**src/rtl/gpio_pin_pkg.sv**
```systemverilog
`timescale 1ns/1ps
package gpio_pin_pkg;

    typedef enum logic [2:0] {
        SEL_INPUT  = 3'b000,
        SEL_RSVD   = 3'b001,
        SEL_TEMP   = 3'b010,
        SEL_AMUTE  = 3'b011,
        SEL_PLLCLK = 3'b100,
        SEL_LOCK   = 3'b101,
        SEL_ZERO   = 3'b110,
        SEL_ONE    = 3'b111
    } pin_sel_e;

    typedef struct packed {
        logic     pull_up;
        logic     pull_dn;
        logic     od_en;
        logic     invert;
        pin_sel_e sel;
    } pin_ctl_t;

    localparam int CTL_W = $bits(pin_ctl_t);
    localparam int DIV_W = 2;

endpackage

```
**src/rtl/gpio_cfg_regs.sv**
```systemverilog
`timescale 1ns/1ps
module gpio_cfg_regs
    import gpio_pin_pkg::*;
#(
    parameter int DATA_W = CTL_W
) (
    input  logic                clk,
    input  logic                rst_n,
    input  logic                wr_en,
    input  logic                wr_addr,
    input  logic [DATA_W-1:0]   wr_data,
    output pin_ctl_t            ctl_o,
    output logic [DIV_W-1:0]    div_o
);
    localparam logic ADDR_CTL = 1'b0;
    localparam logic ADDR_DIV = 1'b1;

    typedef struct packed {
        pin_ctl_t          ctl;
        logic [DIV_W-1:0]  div;
    } cfg_st_t;

    cfg_st_t st_d, st_q;

    always_comb begin
        st_d = st_q;
        if (wr_en) begin
            if (wr_addr == ADDR_CTL) begin
                st_d.ctl = pin_ctl_t'(wr_data[CTL_W-1:0]);
            end
            if (wr_addr == ADDR_DIV) begin
                st_d.div = wr_data[DIV_W-1:0];
            end
        end
    end

    always_ff @(posedge clk) begin
        if (!rst_n) begin
            st_q <= '0;
        end else begin
            st_q <= st_d;
        end
    end

    assign ctl_o = st_q.ctl;
    assign div_o = st_q.div;

    // a divide write leaves the pin control untouched
    a_r2_div_write_keeps_ctl: assert property (@(posedge clk) disable iff (!rst_n)
        (wr_en && wr_addr == ADDR_DIV) |=> $stable(ctl_o));

endmodule

```
**src/rtl/gpio_clk_div.sv**
```systemverilog
`timescale 1ns/1ps
module gpio_clk_div
    import gpio_pin_pkg::*;
#(
    parameter int SYNC_STAGES = 2
) (
    input  logic              clk,
    input  logic              rst_n,
    input  logic              pll_clk,
    input  logic [DIV_W-1:0]  div_sel,
    output logic              div_clk
);
    localparam int RATIO_W = DIV_W + 1;

    typedef struct packed {
        logic [SYNC_STAGES-1:0] sync;
        logic                   prev;
        logic [DIV_W-1:0]       cnt;
        logic [DIV_W-1:0]       div_prev;
    } div_st_t;

    div_st_t st_d, st_q;

    logic [RATIO_W-1:0] ratio;
    logic [RATIO_W-1:0] half;
    logic               pll_s;
    logic               rise;

    assign ratio = {1'b0, div_sel} + RATIO_W'(1);
    assign half  = ratio >> 1;
    assign pll_s = st_q.sync[SYNC_STAGES-1];
    assign rise  = pll_s && !st_q.prev;

    always_comb begin
        st_d          = st_q;
        st_d.sync     = {st_q.sync[SYNC_STAGES-2:0], pll_clk};
        st_d.prev     = pll_s;
        st_d.div_prev = div_sel;
        if (div_sel != st_q.div_prev) begin
            st_d.cnt = '0;
        end else if (rise) begin
            if ({1'b0, st_q.cnt} == ratio - RATIO_W'(1)) begin
                st_d.cnt = '0;
            end else begin
                st_d.cnt = st_q.cnt + DIV_W'(1);
            end
        end
    end

    always_ff @(posedge clk) begin
        if (!rst_n) begin
            st_q <= '0;
        end else begin
            st_q <= st_d;
        end
    end

    always_comb begin
        if (div_sel == '0) begin
            div_clk = pll_s;
        end else begin
            div_clk = ({1'b0, st_q.cnt} < half);
        end
    end

    // the phase counter stays below the ratio it was counting for
    a_r9_cnt_in_range: assert property (@(posedge clk) disable iff (!rst_n)
        ({1'b0, st_q.cnt} < ({1'b0, st_q.div_prev} + RATIO_W'(1))));

endmodule

```
**src/rtl/gpio_pad_ctrl.sv**
```systemverilog
`timescale 1ns/1ps
module gpio_pad_ctrl
    import gpio_pin_pkg::*;
#(
    parameter int SYNC_STAGES = 2
) (
    input  logic     clk,
    input  logic     rst_n,
    input  pin_ctl_t ctl,
    input  logic     mode_3wire,
    input  logic     temp_ok,
    input  logic     amute_active,
    input  logic     pll_lock,
    input  logic     div_clk,
    input  logic     pad_in,
    output logic     pad_out,
    output logic     pad_oe,
    output logic     pad_pu,
    output logic     pad_pd,
    output logic     jack_det
);
    typedef struct packed {
        logic                   out;
        logic                   oe;
        logic                   pu;
        logic                   pd;
        logic [SYNC_STAGES-1:0] sync;
    } pad_st_t;

    pad_st_t st_d, st_q;

    logic src;
    logic level;
    logic drive_en;

    always_comb begin
        case (ctl.sel)
            SEL_TEMP:   src = temp_ok;
            SEL_AMUTE:  src = amute_active;
            SEL_PLLCLK: src = div_clk;
            SEL_LOCK:   src = pll_lock;
            SEL_ONE:    src = 1'b1;
            default:    src = 1'b0;
        endcase
    end

    assign level    = src ^ ctl.invert;
    assign drive_en = !mode_3wire && (ctl.sel != SEL_INPUT) && (ctl.sel != SEL_RSVD);

    always_comb begin
        st_d      = st_q;
        st_d.sync = {st_q.sync[SYNC_STAGES-2:0], pad_in};
        st_d.pd   = ctl.pull_dn;
        st_d.pu   = ctl.pull_up && !ctl.pull_dn;
        if (!drive_en) begin
            st_d.out = 1'b0;
            st_d.oe  = 1'b0;
        end else if (ctl.od_en) begin
            st_d.out = 1'b0;
            st_d.oe  = !level;
        end else begin
            st_d.out = level;
            st_d.oe  = 1'b1;
        end
    end

    always_ff @(posedge clk) begin
        if (!rst_n) begin
            st_q <= '0;
        end else begin
            st_q <= st_d;
        end
    end

    assign pad_out  = st_q.out;
    assign pad_oe   = st_q.oe;
    assign pad_pu   = st_q.pu;
    assign pad_pd   = st_q.pd;
    assign jack_det = st_q.sync[SYNC_STAGES-1] && !mode_3wire && (ctl.sel == SEL_INPUT);

    // never both pulls at once
    a_r8_one_pull: assert property (@(posedge clk) disable iff (!rst_n)
        !(pad_pu && pad_pd));

    // open-drain never drives a high
    a_r7_od_low: assert property (@(posedge clk) disable iff (!rst_n)
        ctl.od_en |=> !pad_out);

    // reserved and input codes leave the pad released
    a_r4_rsvd_hiz: assert property (@(posedge clk) disable iff (!rst_n)
        (ctl.sel == SEL_RSVD || ctl.sel == SEL_INPUT) |=> !pad_oe);

endmodule

```
**src/rtl/gpio_mux_pin.sv**
```systemverilog
`timescale 1ns/1ps
module gpio_mux_pin
    import gpio_pin_pkg::*;
#(
    parameter int SYNC_STAGES = 2,
    parameter int DATA_W      = CTL_W
) (
    input  logic              clk,
    input  logic              rst_n,
    input  logic              cfg_wr_en,
    input  logic              cfg_addr,
    input  logic [DATA_W-1:0] cfg_wdata,
    input  logic              mode_3wire,
    input  logic              temp_ok,
    input  logic              amute_active,
    input  logic              pll_lock,
    input  logic              pll_clk,
    input  logic              pad_in,
    output logic              pad_out,
    output logic              pad_oe,
    output logic              pad_pu,
    output logic              pad_pd,
    output logic              csb_n,
    output logic              jack_det,
    output logic [DIV_W-1:0]  clk_div_sel,
    output logic [DIV_W-1:0]  hpf_cut
);
    pin_ctl_t          ctl;
    logic [DIV_W-1:0]  div_field;
    logic              div_clk;

    gpio_cfg_regs #(.DATA_W(DATA_W)) u_regs (
        .clk     (clk),
        .rst_n   (rst_n),
        .wr_en   (cfg_wr_en),
        .wr_addr (cfg_addr),
        .wr_data (cfg_wdata),
        .ctl_o   (ctl),
        .div_o   (div_field)
    );

    gpio_clk_div #(.SYNC_STAGES(SYNC_STAGES)) u_div (
        .clk     (clk),
        .rst_n   (rst_n),
        .pll_clk (pll_clk),
        .div_sel (div_field),
        .div_clk (div_clk)
    );

    gpio_pad_ctrl #(.SYNC_STAGES(SYNC_STAGES)) u_pad (
        .clk          (clk),
        .rst_n        (rst_n),
        .ctl          (ctl),
        .mode_3wire   (mode_3wire),
        .temp_ok      (temp_ok),
        .amute_active (amute_active),
        .pll_lock     (pll_lock),
        .div_clk      (div_clk),
        .pad_in       (pad_in),
        .pad_out      (pad_out),
        .pad_oe       (pad_oe),
        .pad_pu       (pad_pu),
        .pad_pd       (pad_pd),
        .jack_det     (jack_det)
    );

    assign csb_n       = mode_3wire ? pad_in : 1'b1;
    assign clk_div_sel = div_field;
    assign hpf_cut     = div_field;

    // strap forces the pin into input use
    a_r3_strap_no_drive: assert property (@(posedge clk) disable iff (!rst_n)
        mode_3wire |=> !pad_oe);

    a_r3_strap_no_jack: assert property (@(posedge clk) disable iff (!rst_n)
        mode_3wire |-> !jack_det);

endmodule

```
**config.mk**
```make
export PLATFORM = sky130hd
export DESIGN_NAME = gpio_mux_pin
export DESIGN_NICKNAME = d
export VERILOG_FILES = /design/src/rtl/gpio_pin_pkg.sv /design/src/rtl/gpio_cfg_regs.sv /design/src/rtl/gpio_clk_div.sv /design/src/rtl/gpio_pad_ctrl.sv /design/src/rtl/gpio_mux_pin.sv
export SDC_FILE = /design/constraint.sdc
export NUM_CORES = 1
export LEC_CHECK = 0
export BUFFER_PORTS_ARGS = -buffer_cell sky130_fd_sc_hd__buf_2
export CORE_AREA = 4 4 54 56
export CTS_CLUSTER_DIAMETER = 80
export DETAILED_ROUTE_END_ITERATION = 10
export DIE_AREA = 0 0 58 60
export HOLD_SLACK_MARGIN = 0.02
export PLACE_DENSITY_LB_ADDON = 0.25
export SLEW_MARGIN = 20
export SYNTH_ARGS = -nofsm -noshare
export SYNTH_HDL_FRONTEND = slang
export SYNTH_SLANG_ARGS = --single-unit
```
**constraint.sdc**
```tcl
create_clock -name clk -period 3.6 [get_ports clk]
set_input_delay 0.36 -clock clk [delete_from_list [all_inputs] [get_ports clk]]
set_output_delay 0.36 -clock clk [all_outputs]
set_load 0.005 [all_outputs]
```
### Word level (Yosys, flattened, before mapping)

Cells that the tools add are included.

* register bits: 22
* bits of input ports: 17
* output and inout port bits: 10
* word-level logic and storage cells: 54

* add/subtract/negate cells: 3
* magnitude comparators: 1
* eq/ne operators: 8
* multiplexer cells: 5
* bitwise logic cells: 4
* reductions and logical operators: 18

Operators with widths (number)
* $eq A3 B3 Y1 const B: 3
* $eq A3 B2 Y1 const B: 2
* $logic_and A1 B1 Y1: 6
* $reduce_and A2 Y1: 3
* $pmux W1 S5: 1
* $logic_not A1 Y1: 4
* $add A2 B1 Y3 const B: 1
* $eq A2 B3 Y1: 1
* $logic_not A3 Y1: 1
* $mux W1: 3
* $ne A3 B1 Y1 const B: 1
* $not A1 Y1: 3
* $reduce_bool A3 Y1: 1
* $reduce_or A3 Y1: 1
* $sub A3 B1 Y3 const B: 1
* $add A2 B1 Y2 const B: 1
* $logic_not A2 Y1: 1
* $lt A2 B2 Y1: 1
* $mux W2: 1
* $ne A2 B2 Y1: 1
* $reduce_or A2 Y1: 1
* $xor A1 B1 Y1: 1

### Logic depth before layout (Yosys ltp)

* depth after elaboration: 7
* depth in mapped cells: 7
* depth with buffers taken out: 7

### Hierarchy

A second synthesis with hierarchy kept.

* cells, all modules: 106
* area total of the unflattened synthesis: 1016.0 um2

Modules (own cells, without submodules)
* gpio_cfg_regs: instances 1, cells an instance 39, area each 364.1 um2, sequential area each 180.2 um2
* gpio_clk_div: instances 1, cells an instance 36, area each 337.8 um2, sequential area each 140.1 um2
* gpio_pad_ctrl: instances 1, cells an instance 28, area each 292.8 um2, sequential area each 120.1 um2
* gpio_mux_pin: instances 1, cells an instance 3, area each 21.3 um2, sequential area each 0.0 um2

### Worst setup path after synthesis

No wires, ideal clock.

* path kind: flip-flop to flip-flop
* start: register u_regs.st_q (netlist bit u_regs.div_o[0])
* end: register u_pad.st_q (netlist bit u_pad.pad_out)
* setup time: 0.116 ns
* arrival time: 1.692 ns
* required time: 3.484 ns
* slack: 1.791 ns
* stages on the path, launching flop included: 8
* buffers on the path: 0
* period minus slack after synthesis: 1.809 ns
* cell sequence: dfxtp_1 inv_1 ha_1 nand2b_1 a2111oi_2 o41ai_2 xnor2_1 nor3b_2

* word-level cells in the longest chain between the ends: 5
* elaborated cells on any way between the ends: 6
* those cells by class: 1 x add/sub; 1 x order compare; 2 x mux; 1 x bitwise; 1 x reduce/logical

Ends and longest elaborated chain
* start: declaration: RTL line gpio_cfg_regs.sv:23 `cfg_st_t st_d, st_q;`
* start signal: assignment: RTL line gpio_cfg_regs.sv:41 `st_q <= st_d;`
* $add A2 B1 Y3: RTL line gpio_clk_div.sv:29 `assign ratio = {1'b0, div_sel} + RATIO_W'(1);`
* $lt A2 B2 Y1: RTL line gpio_clk_div.sv:62 `div_clk = ({1'b0, st_q.cnt} < half);`
* $mux W1 (*): RTL line gpio_clk_div.sv:59 `if (div_sel == '0) begin`
* $pmux W1 S5 (*): RTL line gpio_pad_ctrl.sv:37 `case (ctl.sel)`
* $xor A1 B1 Y1 (*): RTL line gpio_pad_ctrl.sv:47 `assign level = src ^ ctl.invert;`
* end signal: assignment: RTL line gpio_pad_ctrl.sv:71 `st_q <= st_d;`
* end: declaration: RTL line gpio_pad_ctrl.sv:30 `pad_st_t st_d, st_q;`

Mark *: on every way between the ends. The rest lies on a longest branch, timed or not.
A chain may end at the register's enable or synchronous reset.

### Final worst setup path

Same ends and word-level chain as after synthesis.

==> summary.md <==
| Metric | Value |
|---|---|
| Status | `complete, no violations` |
| Synth-to-layout area growth | `16.8%` |
| Ys Warns | `0` |
| Pwr Density | `about 400 nW/um^2` |
| CTS Hold Bufs | `0` |
| Reg power frac | `about three fifths` |
| Max Cap Violations | `0` |
| Final WS setup | `approximately 1.6 ns` |
| DR vias/cell | `roughly 4.8` |
| CP startpoint kind | `register` |
| Multi-input gate area | `between 400 and 500 um^2` |
| Post-CTS setup buffers | `0` |
| DRT iter0 DRCs | `15` |
| Syn Area/Cell | `between 9 and 10 um^2` |
| Die area | `around 3500 um^2` |
| Clk_skew | `between 0.005 and 0.006 ns` |
| Top cell type's share of synthesized area | `45.9%` |
| Crit end category | `register` |
| Gp weighted congestion | `~0.77` |
| Longest Clk Path Bufs | `2` |
| Pins over their slew limit | `0` |
| Ant diodes | `0` |
| Leakage | `between 0.0004 and 0.0005 uW` |
| CTS tree | `yes` |
| Internal | `approximately 340 uW` |
| DP Wirelength | `between 1000 and 1500 um` |
| Dpl cells | `roughly 150` |
| Final ANT Viol Nets | `0` |
| Clk pin slew, worst setup/hold paths | `approximately 0.12 ns` |
| Htree depth | `1` |
| Hold Vio Cnt, Final | `0` |
| Post-synthesis sequential area ratio | `between 40% and 50%` |
| FF+latch area | `440 um^2` |
| Clock power share | `between 30 and 40%` |
| # rows | `18` |
| Initial antenna violation count | `0` |
| Via count | `approximately 720` |
| Mapped Area | `roughly 960 um^2` |
| Clock latency on the worst-skew pair | `0.30 ns` |
| Pre-CTS WS | `~1.6 ns` |
| Chip Height | `about 60 um` |
| Global-route wire length before repair | `2870 um` |
| Max Fclk | `just over 500 MHz` |
| Port bufs | `26` |
| Worst-margin pin slew | `about 0.9 ns` |
| Num CTS Buffers | `3` |
| Hold WC Path Type | `in -> reg` |
| Core Footprint | `~2400 um^2` |
| Area contributors post-synth | `dfxtp_1, mux2i_1, and2_1` |
| DP Area | `1080 um^2` |
| Largest net degree at the start of global routing | `21` |
| I/O pin total | `27` |
| Layout net count | `between 100 and 150` |
| Share of cells above drive strength 1 | `between 20 and 30%` |
| Final instance area | `~1100 um^2` |
| Setup_tns | `0 ns` |
| Yosys cell types | `27` |
| Logic gate share of total power | `11.2%` |
| Most frequent cells in the layout | `buf_2, dfxtp_1, nor2b_1, and2_1, mux2i_1` |
| Final period util | `around 54%` |
| Crit path required time | `~3.9 ns` |
| Commonest non-fill, non-tap cell in the layout | `buf_2` |
| DRC Markers | `0` |
| Synth area leader | `dfxtp_1` |
| Final setup vio count | `0` |
| CP Class | `reg -> reg` |
| Non-filler instance count after layout | `150` |
| Starting Density | `39.5%` |
| Post-Route WL | `roughly 1700 um` |
| Crit path time final | `just under 2 ns` |
| Avg WL per Cell | `11.6 um` |
| Final total power | `approximately 450 uW` |
| GRT overflow | `0` |
| Mapped Cells | `97` |
| Layout fillers | `248` |
| Die width | `58 um` |
| Sw Share | `a little under a quarter` |
| CP arrival | `around 2.2 ns` |
| Max rail drop VDD | `between 0.0002 and 0.00025 V` |
| Slew HR | `around two fifths` |
| Root Driver | `clkbuf_4` |
| Net Switching | `approximately 100 uW` |
| CTS sink count | `22` |
| GRT Util Overall | `11.2%` |
| Number of global-route vias before repair | `659` |
| Seq cells post-synth | `22` |
| Syn Nets | `around 120` |
| Pre-antenna DRT Iters | `4` |
| Max FO, Critical Path | `8` |
| Unrepaired setup endpoints after global routing | `no` |
| CTS-repair resized insts | `0` |
## worst max-delay path: stages (launching register included)
cell and delay [ns]:
dfxtp_1 0.47, inv_1 0.11, ha_1 0.36, nand2b_1 0.08
a2111oi_2 0.38, o41ai_2 0.13, xnor2_1 0.18, nor3b_2 0.18
## synth_stat cells (all sizes together)
library cell   n
o21ai          1
nand3b         2
nor2           3
nor2b          8
nor3           1
ha             3
nor4b          1
a2111oi        1
nand3          3
o41ai          1
buf            5
dfxtp         22
a21boi         2
and2           8
clkbuf         2
nand2b         3
a211oi         1
nor3b          1
o22ai          2
inv            4
mux2i          7
nand2          6
or2            1
a22oi          1
xnor2          4
a21oi          4
## area by class of cell
class / instances / share of cell area (%)
flip-flops and latches: 22 / 39.3
well taps: 30 / 3.35
inverters: 4 / 1.34
clock buffers: 4 / 3.24
repair buffers: 26 / 11.6
multi-input cells: 64 / 41.2
## sequential cells by signal, indices dropped and copies added, names as in the netlist
register	flops
u_pad.pad_oe	1
u_div.st_d	1
u_pad.pad_pu	1
u_pad.st_q	1
u_regs.div_o	2
u_pad.st_d	1
u_div.st_q	5
u_pad.pad_out	1
u_regs.ctl_o	7
u_pad.pad_pd	1
u_div.pll_s	1
## power by group through the flow
stage	Sequential (uW)	Clock [uW]	Combinational, uW
after floorplan	264	0	34.9
after global placement	265	0	49.1
after detailed placement	265	0	50.4
after CTS	260	142	50.8
after global routing	261	153	56.8
final	260	136	49.8
## metrics by stage
step	hold slack, ns	util [%]
after floorplan	0.402	-
final	0.252	46.1
after detailed placement	0.427	44.6
after global routing	0.233	46.1
after CTS	0.237	46.1
after global placement	0.422	44.6
## metal layers
layer	up-vias	part of all wire (%)	global-route usage, %
met5	-	0	0
met4	0	0.81	7.95
met3	2	5.4	2.38
met2	15	47	16.6
met1	332	47	14.4
li1	369	-	-
## logic make-up (layout without fill, tap and decap cells)
group,Yosys count,after routing,synth area share (%)
compound gates,13,13,10.8
mux,7,7,7.30
fa+ha+maj,3,3,3.91
buf+inv,11,34,6.00
simple gates,37,37,22.4
flops,22,22,45.9
xor+xnor,4,4,3.65
## path summary, 6_finish.rpt
kind	startpoint	end	slack, ns	depth (start not counted)
max	u_regs.div_o[0]	u_pad.pad_out	1.64	7
max reg2reg	u_regs.div_o[0]	u_pad.pad_out	1.64	7
min reg2reg	u_regs.ctl_o[5]	u_pad.pad_pu	0.44	1
min	pll_clk	u_div.st_d[6]	0.25	2
No activity file was read; power rests on OpenSTA's default activity.
